--- src/rtl/trap_entry_pkg.sv ---
package trap_entry_pkg;

   localparam logic [1:0] PRIV_U    = 2'd0;
   localparam logic [1:0] PRIV_S    = 2'd1;
   localparam logic [1:0] PRIV_RSVD = 2'd2;
   localparam logic [1:0] PRIV_M    = 2'd3;

   localparam int unsigned EC_CALL_U = 8;
   localparam int unsigned EC_CALL_S = 9;
   localparam int unsigned EC_CALL_M = 11;
   localparam int unsigned EC_ILLEGAL = 2;

   typedef enum logic [1:0] {
      TV_ZERO = 2'd0,
      TV_ADDR = 2'd1,
      TV_INSN = 2'd2
   } tval_src_e;

   localparam logic [1:0] TVEC_VECTORED = 2'b01;

endpackage

--- src/rtl/trap_cause_map.sv ---
module trap_cause_map
   import trap_entry_pkg::*;
#(
   parameter int unsigned CAUSE_W = 6
) (
   input  logic               irq_i,
   input  logic [CAUSE_W-1:0] cause_i,
   input  logic [1:0]         priv_i,
   output logic [CAUSE_W-1:0] cause_o,
   output tval_src_e          tval_src_o
);

   logic is_ecall;

   assign is_ecall = !irq_i && (cause_i == CAUSE_W'(EC_CALL_U));

   // environment calls carry the caller's privilege in the code
   always_comb begin
      cause_o = cause_i;
      if (is_ecall) begin
         unique case (priv_i)
            PRIV_M:  cause_o = CAUSE_W'(EC_CALL_M);
            PRIV_S:  cause_o = CAUSE_W'(EC_CALL_S);
            default: cause_o = CAUSE_W'(EC_CALL_U);
         endcase
      end
   end

   // trap-value class by cause
   always_comb begin
      tval_src_o = TV_ZERO;
      if (!irq_i) begin
         case (cause_i)
            CAUSE_W'(0), CAUSE_W'(1), CAUSE_W'(4), CAUSE_W'(5),
            CAUSE_W'(6), CAUSE_W'(7), CAUSE_W'(12), CAUSE_W'(13),
            CAUSE_W'(15):            tval_src_o = TV_ADDR;
            CAUSE_W'(EC_ILLEGAL):    tval_src_o = TV_INSN;
            default:                 tval_src_o = TV_ZERO;
         endcase
      end
   end

endmodule

--- src/rtl/trap_deleg_sel.sv ---
module trap_deleg_sel
   import trap_entry_pkg::*;
#(
   parameter int unsigned XLEN    = 32,
   parameter int unsigned CAUSE_W = 6
) (
   input  logic               irq_i,
   input  logic [CAUSE_W-1:0] cause_i,
   input  logic [1:0]         priv_i,
   input  logic [XLEN-1:0]    medeleg_i,
   input  logic [XLEN-1:0]    mideleg_i,
   output logic               to_super_o
);

   localparam int unsigned IDX_W = $clog2(XLEN);

   logic [XLEN-1:0] mask;
   logic            in_range;
   logic            mask_bit;
   logic            low_priv;

   assign mask     = irq_i ? mideleg_i : medeleg_i;
   assign mask_bit = mask[cause_i[IDX_W-1:0]];
   assign low_priv = (priv_i == PRIV_U) || (priv_i == PRIV_S);

   generate
      if (CAUSE_W > IDX_W) begin : g_range_chk
         assign in_range = (cause_i[CAUSE_W-1:IDX_W] == '0);
      end else begin : g_range_all
         assign in_range = 1'b1;
      end
   endgenerate

   assign to_super_o = low_priv && in_range && mask_bit;

endmodule

--- src/rtl/trap_vec_calc.sv ---
module trap_vec_calc
   import trap_entry_pkg::*;
#(
   parameter int unsigned XLEN        = 32,
   parameter int unsigned CAUSE_W     = 6,
   parameter bit          VECTORED_EN = 1'b1
) (
   input  logic [XLEN-1:0]    tvec_i,
   input  logic               irq_i,
   input  logic [CAUSE_W-1:0] cause_i,
   output logic [XLEN-1:0]    target_o
);

   logic [XLEN-1:0] base;
   logic [XLEN-1:0] offset;

   assign base = {tvec_i[XLEN-1:2], 2'b00};

   generate
      if (VECTORED_EN) begin : g_vectored
         logic [XLEN-1:0] scaled;
         assign scaled = {{(XLEN-CAUSE_W-2){1'b0}}, cause_i, 2'b00};
         assign offset = (irq_i && (tvec_i[1:0] == TVEC_VECTORED)) ? scaled : '0;
      end else begin : g_direct
         assign offset = '0;
      end
   endgenerate

   assign target_o = base + offset;

endmodule

--- src/rtl/trap_csr_bank.sv ---
module trap_csr_bank
   import trap_entry_pkg::*;
#(
   parameter int unsigned XLEN    = 32,
   parameter int unsigned CAUSE_W = 6
) (
   input  logic               clk,
   input  logic               rst_n,
   input  logic               commit_i,
   input  logic               to_super_i,
   input  logic               irq_i,
   input  logic [CAUSE_W-1:0] cause_i,
   input  logic [XLEN-1:0]    epc_i,
   input  logic [XLEN-1:0]    tval_i,
   input  logic [XLEN-1:0]    target_i,
   input  logic               wr_i,
   input  logic [1:0]         wr_priv_i,
   input  logic               wr_sie_i,
   input  logic               wr_mie_i,
   output logic               redirect_o,
   output logic [XLEN-1:0]    redirect_pc_o,
   output logic [1:0]         priv_o,
   output logic               sie_o,
   output logic               spie_o,
   output logic               spp_o,
   output logic               mie_o,
   output logic               mpie_o,
   output logic [1:0]         mpp_o,
   output logic [XLEN-1:0]    scause_o,
   output logic [XLEN-1:0]    sepc_o,
   output logic [XLEN-1:0]    stval_o,
   output logic [XLEN-1:0]    mcause_o,
   output logic [XLEN-1:0]    mepc_o,
   output logic [XLEN-1:0]    mtval_o
);

   localparam int unsigned PAD_W = XLEN - 1 - CAUSE_W;

   logic [XLEN-1:0] cause_word;
   logic [1:0]      wr_priv_legal;

   assign cause_word    = {irq_i, {PAD_W{1'b0}}, cause_i};
   assign wr_priv_legal = (wr_priv_i == PRIV_RSVD) ? PRIV_U : wr_priv_i;

   always_ff @(posedge clk or negedge rst_n) begin
      if (!rst_n) begin
         redirect_o    <= 1'b0;
         redirect_pc_o <= '0;
      end else begin
         redirect_o <= commit_i;
         if (commit_i) begin
            redirect_pc_o <= target_i;
         end
      end
   end

   always_ff @(posedge clk or negedge rst_n) begin
      if (!rst_n) begin
         priv_o   <= PRIV_M;
         sie_o    <= 1'b0;
         spie_o   <= 1'b0;
         spp_o    <= 1'b0;
         mie_o    <= 1'b0;
         mpie_o   <= 1'b0;
         mpp_o    <= PRIV_U;
         scause_o <= '0;
         sepc_o   <= '0;
         stval_o  <= '0;
         mcause_o <= '0;
         mepc_o   <= '0;
         mtval_o  <= '0;
      end else if (commit_i) begin
         if (to_super_i) begin
            spie_o   <= sie_o;
            spp_o    <= priv_o[0];
            sie_o    <= 1'b0;
            scause_o <= cause_word;
            sepc_o   <= epc_i;
            stval_o  <= tval_i;
            priv_o   <= PRIV_S;
         end else begin
            mpie_o   <= mie_o;
            mpp_o    <= priv_o;
            mie_o    <= 1'b0;
            mcause_o <= cause_word;
            mepc_o   <= epc_i;
            mtval_o  <= tval_i;
            priv_o   <= PRIV_M;
         end
      end else if (wr_i) begin
         priv_o <= wr_priv_legal;
         sie_o  <= wr_sie_i;
         mie_o  <= wr_mie_i;
      end
   end

endmodule

--- src/rtl/trap_entry_unit.sv ---
module trap_entry_unit
   import trap_entry_pkg::*;
#(
   parameter int unsigned XLEN        = 32,
   parameter int unsigned CAUSE_W     = 6,
   parameter bit          VECTORED_EN = 1'b1
) (
   input  logic               clk,
   input  logic               rst_n,
   input  logic               trap_i,
   input  logic               irq_i,
   input  logic [CAUSE_W-1:0] cause_i,
   input  logic [XLEN-1:0]    pc_i,
   input  logic [XLEN-1:0]    badaddr_i,
   input  logic [XLEN-1:0]    insn_i,
   input  logic [XLEN-1:0]    medeleg_i,
   input  logic [XLEN-1:0]    mideleg_i,
   input  logic [XLEN-1:0]    mtvec_i,
   input  logic [XLEN-1:0]    stvec_i,
   input  logic               wr_i,
   input  logic [1:0]         wr_priv_i,
   input  logic               wr_sie_i,
   input  logic               wr_mie_i,
   output logic               redirect_o,
   output logic [XLEN-1:0]    redirect_pc_o,
   output logic [1:0]         priv_o,
   output logic               sie_o,
   output logic               spie_o,
   output logic               spp_o,
   output logic               mie_o,
   output logic               mpie_o,
   output logic [1:0]         mpp_o,
   output logic [XLEN-1:0]    scause_o,
   output logic [XLEN-1:0]    sepc_o,
   output logic [XLEN-1:0]    stval_o,
   output logic [XLEN-1:0]    mcause_o,
   output logic [XLEN-1:0]    mepc_o,
   output logic [XLEN-1:0]    mtval_o
);

   localparam int unsigned IDX_W = $clog2(XLEN);

   generate
      if (!(XLEN == 32 || XLEN == 64)) begin : g_bad_xlen
         $error("trap_entry_unit: XLEN must be 32 or 64");
      end
      if (CAUSE_W < IDX_W) begin : g_bad_cause_narrow
         $error("trap_entry_unit: CAUSE_W must index every delegation bit");
      end
      if (CAUSE_W + 3 > XLEN) begin : g_bad_cause_wide
         $error("trap_entry_unit: CAUSE_W too wide for cause and vector offset");
      end
   endgenerate

   logic [CAUSE_W-1:0] eff_cause;
   tval_src_e          tval_src;
   logic               to_super;
   logic [XLEN-1:0]    tvec_sel;
   logic [XLEN-1:0]    target_pc;
   logic [XLEN-1:0]    tval_val;

   trap_cause_map #(
      .CAUSE_W (CAUSE_W)
   ) u_map (
      .irq_i      (irq_i),
      .cause_i    (cause_i),
      .priv_i     (priv_o),
      .cause_o    (eff_cause),
      .tval_src_o (tval_src)
   );

   trap_deleg_sel #(
      .XLEN    (XLEN),
      .CAUSE_W (CAUSE_W)
   ) u_deleg (
      .irq_i      (irq_i),
      .cause_i    (eff_cause),
      .priv_i     (priv_o),
      .medeleg_i  (medeleg_i),
      .mideleg_i  (mideleg_i),
      .to_super_o (to_super)
   );

   assign tvec_sel = to_super ? stvec_i : mtvec_i;

   trap_vec_calc #(
      .XLEN        (XLEN),
      .CAUSE_W     (CAUSE_W),
      .VECTORED_EN (VECTORED_EN)
   ) u_vec (
      .tvec_i   (tvec_sel),
      .irq_i    (irq_i),
      .cause_i  (eff_cause),
      .target_o (target_pc)
   );

   always_comb begin
      unique case (tval_src)
         TV_ADDR: tval_val = badaddr_i;
         TV_INSN: tval_val = insn_i;
         default: tval_val = '0;
      endcase
   end

   trap_csr_bank #(
      .XLEN    (XLEN),
      .CAUSE_W (CAUSE_W)
   ) u_bank (
      .clk           (clk),
      .rst_n         (rst_n),
      .commit_i      (trap_i),
      .to_super_i    (to_super),
      .irq_i         (irq_i),
      .cause_i       (eff_cause),
      .epc_i         (pc_i),
      .tval_i        (tval_val),
      .target_i      (target_pc),
      .wr_i          (wr_i),
      .wr_priv_i     (wr_priv_i),
      .wr_sie_i      (wr_sie_i),
      .wr_mie_i      (wr_mie_i),
      .redirect_o    (redirect_o),
      .redirect_pc_o (redirect_pc_o),
      .priv_o        (priv_o),
      .sie_o         (sie_o),
      .spie_o        (spie_o),
      .spp_o         (spp_o),
      .mie_o         (mie_o),
      .mpie_o        (mpie_o),
      .mpp_o         (mpp_o),
      .scause_o      (scause_o),
      .sepc_o        (sepc_o),
      .stval_o       (stval_o),
      .mcause_o      (mcause_o),
      .mepc_o        (mepc_o),
      .mtval_o       (mtval_o)
   );

endmodule

--- config.mk ---
export PLATFORM = sky130hd
export DESIGN_NAME = trap_entry_unit
export DESIGN_NICKNAME = d
export VERILOG_FILES = /design/src/rtl/trap_entry_pkg.sv /design/src/rtl/trap_cause_map.sv /design/src/rtl/trap_deleg_sel.sv /design/src/rtl/trap_vec_calc.sv /design/src/rtl/trap_csr_bank.sv /design/src/rtl/trap_entry_unit.sv
export SDC_FILE = /design/constraint.sdc
export NUM_CORES = 1
export LEC_CHECK = 0
export BUFFER_PORTS_ARGS = -buffer_cell sky130_fd_sc_hd__buf_2
export CORE_AREA = 2 2 186 188
export CTS_BUF_LIST = sky130_fd_sc_hd__clkbuf_8 sky130_fd_sc_hd__clkbuf_16
export CTS_CLUSTER_DIAMETER = 100
export DETAILED_ROUTE_END_ITERATION = 10
export DIE_AREA = 0 0 188 190
export PLACE_DENSITY = 0.52
export REMOVE_ABC_BUFFERS = 1
export SYNTH_ARGS = -nofsm -noshare
export SYNTH_HDL_FRONTEND = slang
export SYNTH_HIERARCHICAL = 1
export SYNTH_SLANG_ARGS = --single-unit
--- constraint.sdc ---
create_clock -name clk -period 14.56 [get_ports clk]
set_input_delay 2.912 -clock clk [delete_from_list [all_inputs] [get_ports clk]]
set_output_delay 2.912 -clock clk [all_outputs]
set_load 0.01 [all_outputs]
# ---- Word level (Yosys, flattened, before mapping)
# Memories as Yosys holds them, arrays and structs flattened.
# Cells that the tools add are included.
dict set report totals {
  regBits 184
  romBits 32
  inputBits 239
  elab_cells 62
  memories 1
}
# name words word_bits rd rd_ports_with_merged_regs wr line
set memory_table {}
lappend memory_table {{(name not given)} 16 2 1 0 0 trap_cause_map.sv:33} ;# case (cause_i)
dict set report classes {
  addsub 1
  n_lt_le_gt_ge 1
  n_eq_ne 9
  muxes 20
  n_bitwise 2
  n_reduce_logical 13
}
# operator count
set ops {}
lappend ops {{$mux W32} 2}
lappend ops {{$pmux W32 S2} 1}
lappend ops {{$add A32 B32 Y32} 1}
lappend ops {{$mux W2} 6}
lappend ops {{$mux W8} 1}
lappend ops {{$reduce_and A2 Y1} 4}
lappend ops {{$mux W1} 7}
lappend ops {{$eq A2 B1 Y1 const B} 3}
lappend ops {{$eq A2 B2 Y1 const B} 3}
lappend ops {{$eq A6 B4 Y1 const B} 1}
lappend ops {{$lt A5 B6 Y1 const B} 1}
lappend ops {{$mux W6} 1}
lappend ops {{$bmux W1 S5} 1}
lappend ops {{$logic_and A1 B1 Y1} 4}
lappend ops {{$logic_not A2 Y1} 2}
lappend ops {{$pmux W2 S2} 1}
lappend ops {{$ne A2 B1 Y1 const B} 1}
lappend ops {{$ne A2 B2 Y1 const B} 1}
lappend ops {{$not A1 Y1} 2}
lappend ops {{$reduce_bool A2 Y1} 1}
lappend ops {{$logic_not A1 Y1} 1}
lappend ops {{$logic_or A1 B1 Y1} 1}

# ---- Logic depth before layout (Yosys ltp)
# Gate-level depths: netlist of the first run.
dict set report logic_depth {
  ltp_word 11
  mapped_depth 24
  mapped_depth_nobuf 20
}

# ---- By module
# The synthesis of the first run kept the hierarchy.
# mod n_inst cells_per_inst area_each_um2
set by_module_without_submodules {}
lappend by_module_without_submodules {trap_csr_bank 1 447 7405.9}
lappend by_module_without_submodules {trap_entry_unit 1 113 978.4}
lappend by_module_without_submodules {trap_vec_calc 1 125 935.9}
lappend by_module_without_submodules {trap_deleg_sel 1 43 574.3}
lappend by_module_without_submodules {trap_cause_map 1 16 96.3}

# ---- Worst setup path before layout of the first run
# No wires, ideal clock.
dict set report synth_timing {
  path_type {input to register}
  start {input port cause_i[5]}
  end {register u_bank.redirect_pc_o[24]}
  setup_ps 125
  arrival_time_ps 7680
  t_required_ps 14435
  path_slack_ps 6755
  stages 21
  n_path_buf 4
  path_cell_list {or3_4 > o31ai_1 > buf_6 > mux4_1 > mux2_2 > a211oi_2 > o22ai_1 > buf_6 > buf_12 > mux2_4 > nor2_1 > and2_1 > ha_1 > inv_1 > fa_1 > nor2b_1 > o31ai_4 > buf_2 > a211oi_1 > xor2_1 > mux2_2}
}
dict set report synth_between {
  elab_chain_cells 11
  elab_cells_between_ends 13
  cone_classes {1 x add/sub; 2 x eq/ne; 5 x mux; 1 x bitwise; 4 x reduce/logical}
}
# item line
set synth_rtl {}
lappend synth_rtl {{start, declared} trap_entry_unit.sv:12} ;# input logic [CAUSE_W-1:0] cause_i,
lappend synth_rtl {{$eq A6 B4 Y1} trap_cause_map.sv:15} ;# assign is_ecall = !irq_i && (cause_i == CAUSE_W'(EC_CALL_U));
lappend synth_rtl {{$logic_and A1 B1 Y1} trap_cause_map.sv:15}
lappend synth_rtl {{$mux W6} trap_cause_map.sv:20} ;# if (is_ecall) begin
lappend synth_rtl {{named net eff_cause[0]} trap_entry_unit.sv:55} ;# logic [CAUSE_W-1:0] eff_cause;
lappend synth_rtl {{$bmux W1 S5} trap_deleg_sel.sv:23} ;# assign mask_bit = mask[cause_i[IDX_W-1:0]];
lappend synth_rtl {{$mux W1 (not written as such)} trap_deleg_sel.sv:23}
lappend synth_rtl {{$logic_and A1 B1 Y1} trap_deleg_sel.sv:34} ;# assign to_super_o = low_priv && in_range && mask_bit;
lappend synth_rtl {{named net to_super} trap_entry_unit.sv:57} ;# logic to_super;
lappend synth_rtl {{$mux W32} trap_entry_unit.sv:84} ;# assign tvec_sel = to_super ? stvec_i : mtvec_i;
lappend synth_rtl {{named net tvec_sel[1]} trap_entry_unit.sv:58} ;# logic [XLEN-1:0] tvec_sel;
lappend synth_rtl {{$eq A2 B1 Y1} trap_vec_calc.sv:23} ;# assign offset = (irq_i && (tvec_i[1:0] == TVEC_VECTORED)) ? scaled : '0;
lappend synth_rtl {{$logic_and A1 B1 Y1} trap_vec_calc.sv:23}
lappend synth_rtl {{$mux W8} trap_vec_calc.sv:23}
lappend synth_rtl {{$add A32 B32 Y32} trap_vec_calc.sv:29} ;# assign target_o = base + offset;
lappend synth_rtl {{named net target_pc[24]} trap_entry_unit.sv:59} ;# logic [XLEN-1:0] target_pc;
lappend synth_rtl {{end signal, assigned} trap_csr_bank.sv:52} ;# redirect_pc_o <= target_i;
lappend synth_rtl {{end, declared} trap_csr_bank.sv:21} ;# output logic [XLEN-1:0] redirect_pc_o,
# The timed path passes the listed nets, and every way through them passes these cells. The select of a mux whose other input is x is not followed.
# A chain may end at the register's enable or synchronous reset.

# ---- Worst setup path in the final report of the first run
dict set report layout_timing {
  start {input port irq_i}
  end {register u_bank.redirect_pc_o[29]}
}
dict set report layout_between {
  elab_chain_cells 11
  elab_cells_between_ends 14
  cone_classes {1 x add/sub; 1 x eq/ne; 6 x mux; 1 x bitwise; 5 x reduce/logical}
}
# item line
set layout_rtl {}
lappend layout_rtl {{start, declared} trap_entry_unit.sv:11} ;# input logic irq_i,
lappend layout_rtl {{$logic_not A1 Y1} n/a}
lappend layout_rtl {{$logic_and A1 B1 Y1} trap_cause_map.sv:15}
lappend layout_rtl {{$mux W6} trap_cause_map.sv:20}
lappend layout_rtl {{named net eff_cause[0]} trap_entry_unit.sv:55}
lappend layout_rtl {{$bmux W1 S5} trap_deleg_sel.sv:23}
lappend layout_rtl {{$mux W1 (not written as such)} trap_deleg_sel.sv:23}
lappend layout_rtl {{$logic_and A1 B1 Y1} trap_deleg_sel.sv:34}
lappend layout_rtl {{named net to_super} trap_entry_unit.sv:57}
lappend layout_rtl {{$mux W32} trap_entry_unit.sv:84}
lappend layout_rtl {{named net tvec_sel[1]} trap_entry_unit.sv:58}
lappend layout_rtl {{$eq A2 B1 Y1} trap_vec_calc.sv:23}
lappend layout_rtl {{$logic_and A1 B1 Y1} trap_vec_calc.sv:23}
lappend layout_rtl {{$mux W8} trap_vec_calc.sv:23}
lappend layout_rtl {{$add A32 B32 Y32} trap_vec_calc.sv:29}
lappend layout_rtl {{named net target_pc[29]} trap_entry_unit.sv:59}
# The timed path passes the listed nets, and every way through them passes these cells. The select of a mux whose other input is x is not followed.

==> run summary, run 1 <==
The flow ran to the end, and the final reports show no timing, DRC or antenna violations. Fraction of layout cells with a size suffix above 1: 55.2%. The worst setup path is of the in2reg kind.

The number of antenna violations at the first check in global routing is 1. For this run, the number of standard cells in the final layout without fillers is 1610. Synthesis handed over a netlist of 744 instances. For the worst setup path, the data required time is 14880 ps. The top achievable clock speed is 0.116 GHz, and the data arrival time of the critical path is 8950 ps.

The via count of the first global-routing pass is 7329. The worst setup path is launched from a primary input. The signal on the critical path passes through buf_2, or3_4, o31ai_4, mux4_1, mux2_2, a211oi_2, o22ai_4, buf_4, mux2_4, nor2_1, and2_1, ha_1, o211ai_1, o211ai_1, nor4b_1, xor2_1, mux2_2. At the pin with the least slew margin, the transition time is 1130 ps. The cell area after technology mapping was 9990 um^2. For this run, the leading register cell type out of synthesis is dfrtp_1. For the global placer's final weighted congestion, the log shows 0.810.

The number of gates resized after CTS was 0. The longest individual stage delay on the worst path is 910 ps, and the area growth from synthesis to final layout is 28.5%. Clock skew on the completed layout was measured at 10.7 ps. For this run, the register share of the synthesized area comes to 46.1%. Setup repair after global routing left no endpoint under its margin.

The total via count after detailed routing is 7311. The total number of yosys warnings came out at 6. Buffers inserted during clock tree synthesis total 17. CTS saw 184 sinks. The first global-routing pass estimated 42700 um of wire.

For the worst-skew pair, the clock arrives at the later sink with an insertion delay of 430 ps. The number of core rows is 68. Dividing the detail-routed via count by the number of cells gives 4.54. After floorplanning, the core was sized to cover 33900 um^2. The max-slew violation count was 0; the fraction of registers with async set/reset was 100%. The routed design could run at a clock period as short as 8630 ps. The ratio of final minimum period to clock period works out to 59.3%.

Number of iterations in the first detailed-routing pass: 5. The worst setup path is captured at a flop. The tools report the residual overflow from global routing as 0.

Measured along the x axis, the die boundary spans 188 um. The maximum level of the CTS H-tree is 4. After routing, the total negative slack on setup checks comes to 0 ps. The number of buffers between clock root and the deepest sink came out at 2.

The run gives 24.4% as the worst max-slew margin expressed relative to the limit. Count of input and output buffers: 422. The run gives 114 as the maximum number of pins on one net before global-route repair. After detailed placement, the design holds a cell count of 1579. The overall power after layout was 1450 uW; the HPWL after detailed placement was 21000 um.

The reported leakage power was 0.00651 uW; the largest vdd supply drop was 0.0740 mV. Number of hold violations in the final report: 0. The initial utilization of the core area, before any placement, comes to 29.4%. The die covers 35700 um^2.

The number of setup buffers added after CTS is 0. The layout has 3353 filler cells. After detailed routing, the average wire length per cell comes to 17.7 um. The setup violation total in the final timing report was 0.

The count of flip-flops with a built-in enable after synthesis is 0. The run gives 0 as the post-detailed-route DRC marker count. The class of the most critical hold timing path was reg2reg. The number of DRC markers after the initial detailed-route iteration was 226; the count of hold-fix buffers inserted at cts was 0. After clock tree synthesis, the clock-pin slew on the worst setup and hold paths is 80 ps.

Buffer cell driving the clock tree root: clkbuf_16. TritonCTS built the clock tree. Library cell contributing the largest single delay on the critical path: o211ai_1.

Max-cap violations in this run came to 0. The tools report the global-route total usage across every layer as 15.6%. The run gives 0 as the total inserted antenna cells. In this run the count of I/O pins placed on the die edge is 473.

After synthesis, the netlist uses 55 different library cells. The ratio of total power to cell area is 113 nW/um^2, and the routed wire length is 28500 um. Counting flops and latches in the post-synthesis netlist gives 184. In this run the worst path has a maximum fanout of 35. The count of nets after finishing was 1391; the die height was 190 um.

The remaining antenna violation count after routing was 0. Dividing the synthesized area by the synthesized cell count gives 13.4 um^2.
## report_power, final
group	internal [uW]	switching, uW	total [uW]
Sequential	589	39.6	628
Clock	259	211	470
Combinational	173	178	351
Total	1020	428	1450
## cells in the final DEF (no fill, tap or decap), drive strengths merged, types with 2 or more instances in the layout
cell and instances:
inv 16, nand4 10, ha 8, nand2 14, and4 6, nor2b 6
o211ai 2, clkinv 5, o2111ai 2, dfstp 2, a211o 2, dfrtp 182
buf 429, nor3 2, clkbuf 19, o21ai 5, a21oi 8, a2111oi 2
mux2 212, o22ai 2, nand3 9, xnor2 12, o31ai 2, conb 52
a22oi 32, mux4 16, bufinv 2, nor2 40, a211oi 8, and2 8
xor2 14, mux2i 9, and3 4
## flip-flops by register name, indices dropped and copies added, names as in the netlist
signal                flops
u_bank/mcause_o           7
u_bank/mepc_o            32
u_bank/mie_o              1
u_bank/mpie_o             1
u_bank/mpp_o              2
u_bank/mtval_o           32
u_bank/priv_o             2
u_bank/redirect_o         1
u_bank/redirect_pc_o     32
u_bank/scause_o           7
u_bank/sepc_o            32
u_bank/sie_o              1
u_bank/spie_o             1
u_bank/spp_o              1
u_bank/stval_o           32
## Yosys cell counts (11+ instances only)
library cell | n | area share, %
mux2_2 | 74 | 8.3
nor2_1 | 39 | 1.5
buf_4 | 55 | 4.1
mux4_2 | 11 | 2.5
buf_2 | 25 | 1.3
xnor2_1 | 12 | 1.1
mux2_1 | 59 | 6.6
inv_1 | 11 | 0.41
a22oi_1 | 32 | 2.4
dfrtp_1 | 182 | 46
nand2_1 | 14 | 0.53
xor2_1 | 14 | 1.2
mux2_4 | 79 | 12
## final cells by class
type / count / area (um^2) / share of cell area, %
Tap cell: 455 / 569 / 4.44
Timing Repair Buffer: 430 / 2180 / 17.0
Sequential cell: 184 / 4610 / 35.9
Clock buffer: 18 / 439 / 3.42
Inverter: 11 / 41.3 / 0.322
Multi-Input combinational cell: 499 / 4850 / 37.8
Clock inverter: 13 / 146 / 1.14
## stage by stage
stage	hold WS [ps]	util, %	setup slack [ps]	cell area (um^2)
after global placement	470	36.1	5580	12300
final	488	37.8	5930	12800
after CTS	492	37.8	5950	12800
after floorplan	535	-	3050	9460
after global routing	503	37.8	5530	12800
after detailed placement	475	36.1	5490	12300
## critical path, delay by kind of cell
family                     cells  cell delay (ps)
adders and majority gates      1              260
buffers and inverters          2              550
muxes                          4             1590
AOI/OAI and AO/OA              5             2270
xor gates and xnor gates       1              120
and+or+nand+nor                4             1220
## metal layers
metal	track usage, %	share of wire, %	vias to the layer above
met5	0	0.046	-
met4	4.94	1.6	2
met3	3.34	6.0	26
met1	18.4	40	3594
met2	28.3	52	303
li1	-	-	3386
## logic make-up (layout without fill, tap and decap cells)
kind of cell             Yosys count  in the layout  synth area share (%)
AO/OA/AOI/OAI                     71             71                  5.70
flip-flops                       184            184                  46.1
multiplexers                     237            237                  31.6
AND/OR/NAND/NOR                  104            104                  5.45
buffers and inverters            111            472                  7.63
other                              2             52                0.0752
XOR/XNOR                          26             26                  2.28
adder cells (fa/ha/maj)            9              9                  1.20
## path summary, 6_finish.rpt
kind	slack [ps]	endpoint	start	depth (start not counted)
max	5930	u_bank/redirect_pc_o[29]	irq_i	17
min reg2reg	490	u_bank/sepc_o[1]	u_bank/sepc_o[1]	1
max in group asynchronous	10430	u_bank/mtval_o[28]	rst_n	2
min in group asynchronous	2600	u_bank/redirect_pc_o[26]	rst_n	1
max reg2reg	8370	u_bank/redirect_pc_o[29]	u_bank/priv_o[0]	16
min	490	u_bank/sepc_o[1]	u_bank/sepc_o[1]	1
No activity file was read; power rests on OpenSTA's default activity.
==> inputs of run 2 (changes only) <==
ABC_AREA = 1   (was default)
CORE_AREA = 2 2 184 186   (was 2 2 186 188)
DIE_AREA = 0 0 186 188   (was 0 0 188 190)
PLACE_DENSITY = 0.58   (was 0.52)
clock period = 7.8 ns   (was 14.56 ns; I/O delays follow)
==> run 2 against run 1 <==
Utilization rose by 2.1 points. Synthesized cell count grew 89%. Largest power group unchanged. Via count grew 34%. Hold slack worse by 19 ps. Register-to-register slack lost 5200 ps. Final cell count grew 39%. Global-route usage up 2.7 points.
==> run summary, run 2 <==
The number of hold violations in the final report was 0. The routed layout has 9807 vias. By area the synthesized netlist is led by dfrtp_1, nand2_1, inv_1, buf_4, o21ai_1. The library cell contributing the largest single delay on the critical path is buf_4. For this run, the detailed router's first-pass iteration total came to 6.

From left edge to right edge, the die measures 186 um. Entering global routing, the biggest net connects 112 pins. TritonCTS built the clock tree. The clock arrives with 12.8 ps of skew. Counting distinct cell types in the post-synthesis netlist gives 38. The smallest clock period supported by the final layout is computed as 5590 ps. Synthesis handed over a netlist of 1403 instances. Once the clock tree was built, the setup fixing pass inserted 0 buffers.

Number of DRC markers after the initial detailed-route iteration: 468. Area growth from synthesis to final layout: 24.2%. The logs give 3140 ps for the worst-case register-to-register setup slack and 0.179 GHz for the top achievable clock speed. The worst hold path was traced through 2 stages.

The routed design has 32900 um of wire. Clock-pin slew was measured on the worst setup and hold paths at 80 ps. The number of violations of the max-capacitance limit is 0. The share of Yosys cell area claimed by the top area cell type was 42.8%; the count of hold-fix buffers inserted at cts was 0. Data required time of the critical path: 8120 ps. The flow ran to the end, and the final reports show no timing, DRC or antenna violations. The tools report the sequential element share of the synthesized area as 43.3%. After clock tree synthesis, the repair step resized 0 gates. In the final timing run, aggregate negative setup slack is 0 ps. Overall power consumption after layout is estimated at 2580 uW. The worst pin sits at a relative slew slack of 29.0%. Counting instances in the post-synthesis netlist gives the leading cell types as nand2_1, dfrtp_1, inv_1, o21ai_1, nand3_1. The tools report the largest vdd supply drop as 0.137 mV. For the pin with the worst max-slew slack, the measured transition is 1060 ps. The type of origin of the critical path is a primary input. The fraction of registers with async set/reset is 100%. The largest single stage delay on the critical path is 500 ps.

The number of antenna violations at the first check in global routing is 1. Global placer's final weighted congestion: 0.874. Setup repair after global routing left no endpoint under its margin.

The count of flip-flops with a built-in enable after synthesis came out at 0. The fraction of layout cells with a size suffix above 1 came out at 31.8%. For the maximum level of the CTS H-tree, the log shows 4.

The average wire per cell in the routed design was 14.7 um; the ratio of total power to cell area was 195 nW/um^2. The path class of the tightest hold or removal check is reg2reg. The critical path class is in2reg. STA puts the critical path data arrival time at 5910 ps. The worst register-to-register path ends at u_bank/redirect_pc_o[16]. The worst register-to-register path begins at u_bank/priv_o[0]. For the reported leakage power, the log shows 0.00718 uW. The most common cell after layout, fill and taps aside is nand2_1. Worst hold endpoint: u_bank/spie_o. The tools report the startpoint of the worst hold path as u_bank/spie_o.

Most numerous cell on the critical path: nand2_1. The area enclosed by the die boundary was 35000 um^2; the HPWL after detailed placement was 25000 um. CTS saw 184 sinks. The first global-routing pass estimated 50000 um of wire. The library cells used most frequently in the layout, excluding fill and tap cells, are nand2_1, buf_2, dfrtp_1.

Buffers inserted during clock tree synthesis total 17. The count of input and output buffers is 422. Clock latency on the worst-skew pair, taken at its later pin, is 430 ps.

The number of buffers and inverters on the critical path is 8. In this run the remaining antenna-violating nets after routing total 0. The total overflow left after global routing is 0. The largest total area in the synthesized netlist belongs to dfrtp_1. In this run the mean area of a mapped cell was 7.58 um^2. The max-slew violation count was 0. The total number of yosys warnings was 6.

The most used flip-flop cell after synthesis is dfrtp_1. The tools report the post-detailed-route DRC marker count as 0. The root buffer cell chosen for the clock tree is clkbuf_16.

Setup violations remaining at the end of the flow were counted as 0. For this run, the post-layout net count is 2027. Dividing the final minimum period by the clock period gives 71.7%. During I/O placement, the number of pins put on the boundary was 473. The worst setup path is captured at a flop. Cell with the most instances after synthesis: nand2_1. The synthesized netlist occupies a cell area of 10600 um^2. Average via count per standard cell: 4.38.

The worst setup path startpoint is cause_i[2]. The initial core utilization is 32.1%. For the end-of-flow core utilization, the log shows 39.9%.

The die height was 188 um; the global-route total usage across every layer was 18.4%. In this run the core area contains 67 standard-cell rows. The number of filler cells placed in the layout came out at 3503. Dominant delay contributor by cell family on the critical path: simple AND/OR/NAND/NOR gates. The core region is 33100 um^2.

The maximum fanout encountered on the critical timing path came out at 65. Counting along the longest clock path gives a buffer depth of 2. Via count of the first global-routing pass: 9240.

The number of cells on the worst reg-to-reg path is 29, and the register bit count reported by yosys is 184.
==> run 2: changes by cell type after synthesis, moves of 32 or more <==
cell / previous run / this run
o21ai_1: 0 / 90
o21ai_0: 5 / 48
a22oi_1: 32 / 0
mux2_2: 74 / 0
inv_1: 11 / 160
mux2_4: 79 / 0
mux2_1: 59 / 0
nand3_1: 9 / 82
nand2_1: 14 / 538
o21ai_2: 0 / 40
==> run 2: logic make-up after synthesis <==
group / count (synthesis) / synth area share, %
simple gates: 685 / 26.3
other cells: 2 / 0.0706
xor+xnor: 12 / 0.988
buf+inv: 292 / 15.0
compound gates: 219 / 13.2
fa+ha+maj: 9 / 1.13
flops: 184 / 43.3
==> run 2: worst max path at each step <==
stage | endpoint | depth (start not counted)
after floorplan | u_bank/redirect_pc_o[28] | 30
after global placement | u_bank/redirect_pc_o[16] | 33
after detailed placement | u_bank/redirect_pc_o[16] | 31
after CTS | u_bank/redirect_pc_o[20] | 31
after global routing | u_bank/redirect_pc_o[20] | 33
final | u_bank/redirect_pc_o[16] | 33
==> run 2: worst register-to-register path: cells and delay by family (launching register included) <==
family,cells,cell delay [ps]
buffers and inverters,6,1140
and+or+nand+nor,18,1590
AOI/OAI and AO/OA,3,590
adders and majority gates,2,620
DFF,1,600
==> run 2: layer usage <==
layer | vias up | wire length [um] | GRT usage (%)
li1 | 5015 | - | -
met1 | 4385 | 13900 | 22.3
met2 | 382 | 16100 | 32.4
met3 | 25 | 2450 | 4.31
met4 | 0 | 465 | 4.72
met5 | - | 0 | 0
==> run 2: power breakdown <==
part	switching [uW]	total, uW	internal (uW)
Clock	431	861	430
Sequential	63.1	1140	1070
Combinational	363	582	219
==> run 2: stage by stage <==
step	hold slack, ps	std cells	setup WS (ps)	area [um^2]
2_1_floorplan	490	1330	1380	9870
3_3_place_gp	455	2208	1870	12600
3_5_place_dp	457	2208	1690	12600
5_1_grt	487	2240	1590	13200
6_report	468	2241	2210	13200
4_1_cts	475	2240	2160	13200
==> run 2: layout make-up <==
class,instances,area [um^2],area share (%)
multi-input combinational,977,4640,35.1
sequential,184,4610,34.9
timing repair buffer,430,2180,16.5
inverter,169,639,4.84
tap,448,561,4.24
clock buffer,17,425,3.22
clock inverter,15,158,1.19
antenna,1,2.50,0.0189
==> inputs of run 3 (changes only) <==
CORE_AREA = 2 2 181 183   (was 2 2 184 186)
DIE_AREA = 0 0 183 185   (was 0 0 186 188)
PLACE_DENSITY = 0.57   (was 0.58)
clock period = 5.2 ns   (was 7.8 ns; I/O delays follow)
==> run 3 against run 2 <==
Worst setup slack worse by 1500 ps. Register-to-register slack worse by 2100 ps. Combinational power up 52%. Utilization up 1.6 points. Die area down 3.2%. Global-route usage up 0.90 points. Clock power up 54%. Sequential power up 50%. Non-clock buffer count up 10. Total power up 52%. First-iteration DRC count up 11%. Hold slack better by 0.92 ps. Highest routed layer is now met5.
==> run summary, run 3 (synthesized netlist as in run 2, its figures left out) <==
The clock reaches the later pin of the worst-skew pair after 440 ps. Post-detailed-route DRC marker count: 0. Count of nets after finishing: 2037.

In this run the register-to-register setup slack is 1060 ps. The average via count per standard cell works out to 4.56. The initial core utilization is 33.2%.

The library cell contributing the largest single delay on the critical path is fa_1. The number of hold violations in the final report came out at 0. Once layout is complete, the utilization of the core stands at 41.5%. The number of DRC markers after the initial detailed-route iteration is 520. The quantity of gates resized following cts was 0.

The setup violation total in the final timing report came out at 0. Number of buffers between clock root and the deepest sink: 2. The run finished with clean final reports.

At the worst endpoint, the required time is 5530 ps. The tools report the via count of the first global-routing pass as 9289. For the core box area, the log shows 32000 um^2.

In this run the critical register-to-register path is launched from u_bank/priv_o[0]. Buffers inserted to repair hold after CTS numbered 0. The clock period could shrink to 4470 ps.

Ratio of final minimum period to clock period: 86.0%. STA classifies the critical path startpoint as a primary input. Headroom to the max-slew limit came out at 29.2%.

The worst setup path is captured at a flop. In the final layout, the share of cells above drive strength 1 is 32.1%. For this design the top-level I/O count stands at 473.

The number of filler cells placed in the layout was 3429. The largest vdd supply drop came out at 0.214 mV. The library cells used most frequently in the layout, excluding fill and tap cells, are nand2_1, buf_2, dfrtp_1. For the number of violations of the max-capacitance limit, the log shows 0.

The ratio of total power to cell area was 295 nW/um^2; the global placer's final weighted congestion was 0.887. The worst hold endpoint was u_bank/redirect_pc_o[21]. Static timing analysis puts the maximum clock frequency at 0.224 GHz.

The tree built by TritonCTS fans out to 184 sinks. Leaving out fill and tap cells, the most frequent cell in the layout is nand2_1. The critical path is of the in2reg type. The count of input and output buffers was 422; the number of cells on the worst reg-to-reg path was 30. The clock transition at the register clock pins on the worst setup and hold paths after CTS is 80 ps. Across all layers, the routed design uses 10100 vias. Setup total negative slack on the finished layout was measured at 0 ps. Setup repair after global routing left no endpoint under its margin. Routed wire length: 33100 um.

For the pin with the worst max-slew slack, the measured transition is 1060 ps. TritonCTS built the clock tree. The longest individual stage delay on the worst path was 400 ps; the die height was 185 um. For the area enclosed by the die boundary, the log shows 33900 um^2.

The class of the most critical hold timing path was reg2reg. Chip width: 183 um. The global-route total usage across every layer is 19.3%, and the cell depth of the worst min-delay path is 2. Summed over all layers, the global routing overflow is 0. Counting the buffers created by CTS gives 17. For the final database, setup skew stands at 16.3 ps. Buffers added to address setup during post-CTS repair amount to 0.

The average wire per cell in the routed design was 15.0 um; the number of iterations in the first detailed-routing pass was 7. For the data arrival time of the critical path, the log shows 4800 ps. Among the stages of the critical path, the cell type that occurs most often is nand2_1. The first-pass GRT wire length is 50600 um, and the maximum fanout encountered on the critical timing path is 16. For the number of antenna violations at the first check in global routing, the log shows 7. In this run the most critical hold path is launched from u_bank/redirect_pc_o[21]. The max-slew violation count is 0, and the number of core rows is 66.

The H-tree was split into 4 levels. The HPWL after detailed placement was 25400 um; the remaining antenna violation count after routing was 0. The run gives 97 as the maximum number of pins on one net before global-route repair. The analysis attributes to cell leakage a power of 0.00725 uW. The tree is rooted in a clkbuf_16. Compared with the post-synthesis result, the final layout area differs by 25.0%. The endpoint identified for the worst register-to-register timing path is u_bank/redirect_pc_o[28].
-- run 3: per-layer routing --
layer	share of wire, %	global-route usage [%]
met1	41	23.2
met4	2.3	6.53
met5	0.13	0
met3	7.2	4.82
met2	49	33.6
-- run 3: worst max path at each step --
stage | start | endpoint
global route | cause_i[0] | u_bank/redirect_pc_o[22]
floorplan | cause_i[0] | u_bank/redirect_pc_o[28]
finish | cause_i[0] | u_bank/redirect_pc_o[28]
global placement | cause_i[0] | u_bank/redirect_pc_o[16]
detailed placement | cause_i[0] | u_bank/redirect_pc_o[28]
CTS | cause_i[0] | u_bank/redirect_pc_o[28]
-- run 3: critical path: cells and delay by family --
kind                     cells  cell delay, ps
adder cells (fa/ha/maj)      2             620
AO/OA/AOI/OAI                3             580
AND/OR/NAND/NOR             22            2000
buffers and inverters        6             580
-- run 3: where the power goes --
| group | switching [uW] | total [uW] | leakage [uW] | internal [uW] |
|---|---|---|---|---|
| logic | 546 | 882 | 0.00458 | 335 |
| clock network | 640 | 1330 | 0.000294 | 690 |
| registers | 98.2 | 1710 | 0.00238 | 1610 |
| total | 1280 | 3920 | 0.00725 | 2630 |
-- run 3: layout make-up --
| type | instances | area [um^2] | share of cell area (%) |
|---|---|---|---|
| Timing Repair Buffer | 440 | 2280 | 17.2 |
| Antenna cell | 4 | 10.0 | 0.0753 |
| Multi-Input combinational cell | 977 | 4640 | 34.9 |
| Sequential cell | 184 | 4610 | 34.7 |
| Inverter | 169 | 639 | 4.81 |
| Tap cell | 408 | 510 | 3.84 |
| Clock inverter | 15 | 183 | 1.37 |
| Clock buffer | 17 | 425 | 3.20 |
-- run 3: per-stage QoR --
stage	setup WS, ps	hold slack (ps)	cell area [um^2]	power [uW]	instances
6_report	729	469	13300	3920	2214
5_1_grt	296	489	13300	4160	2211
4_1_cts	789	474	13300	3980	2210
3_5_place_dp	310	454	12700	2630	2178
3_3_place_gp	449	453	12700	2610	2178
2_1_floorplan	-705	490	9870	2160	1330
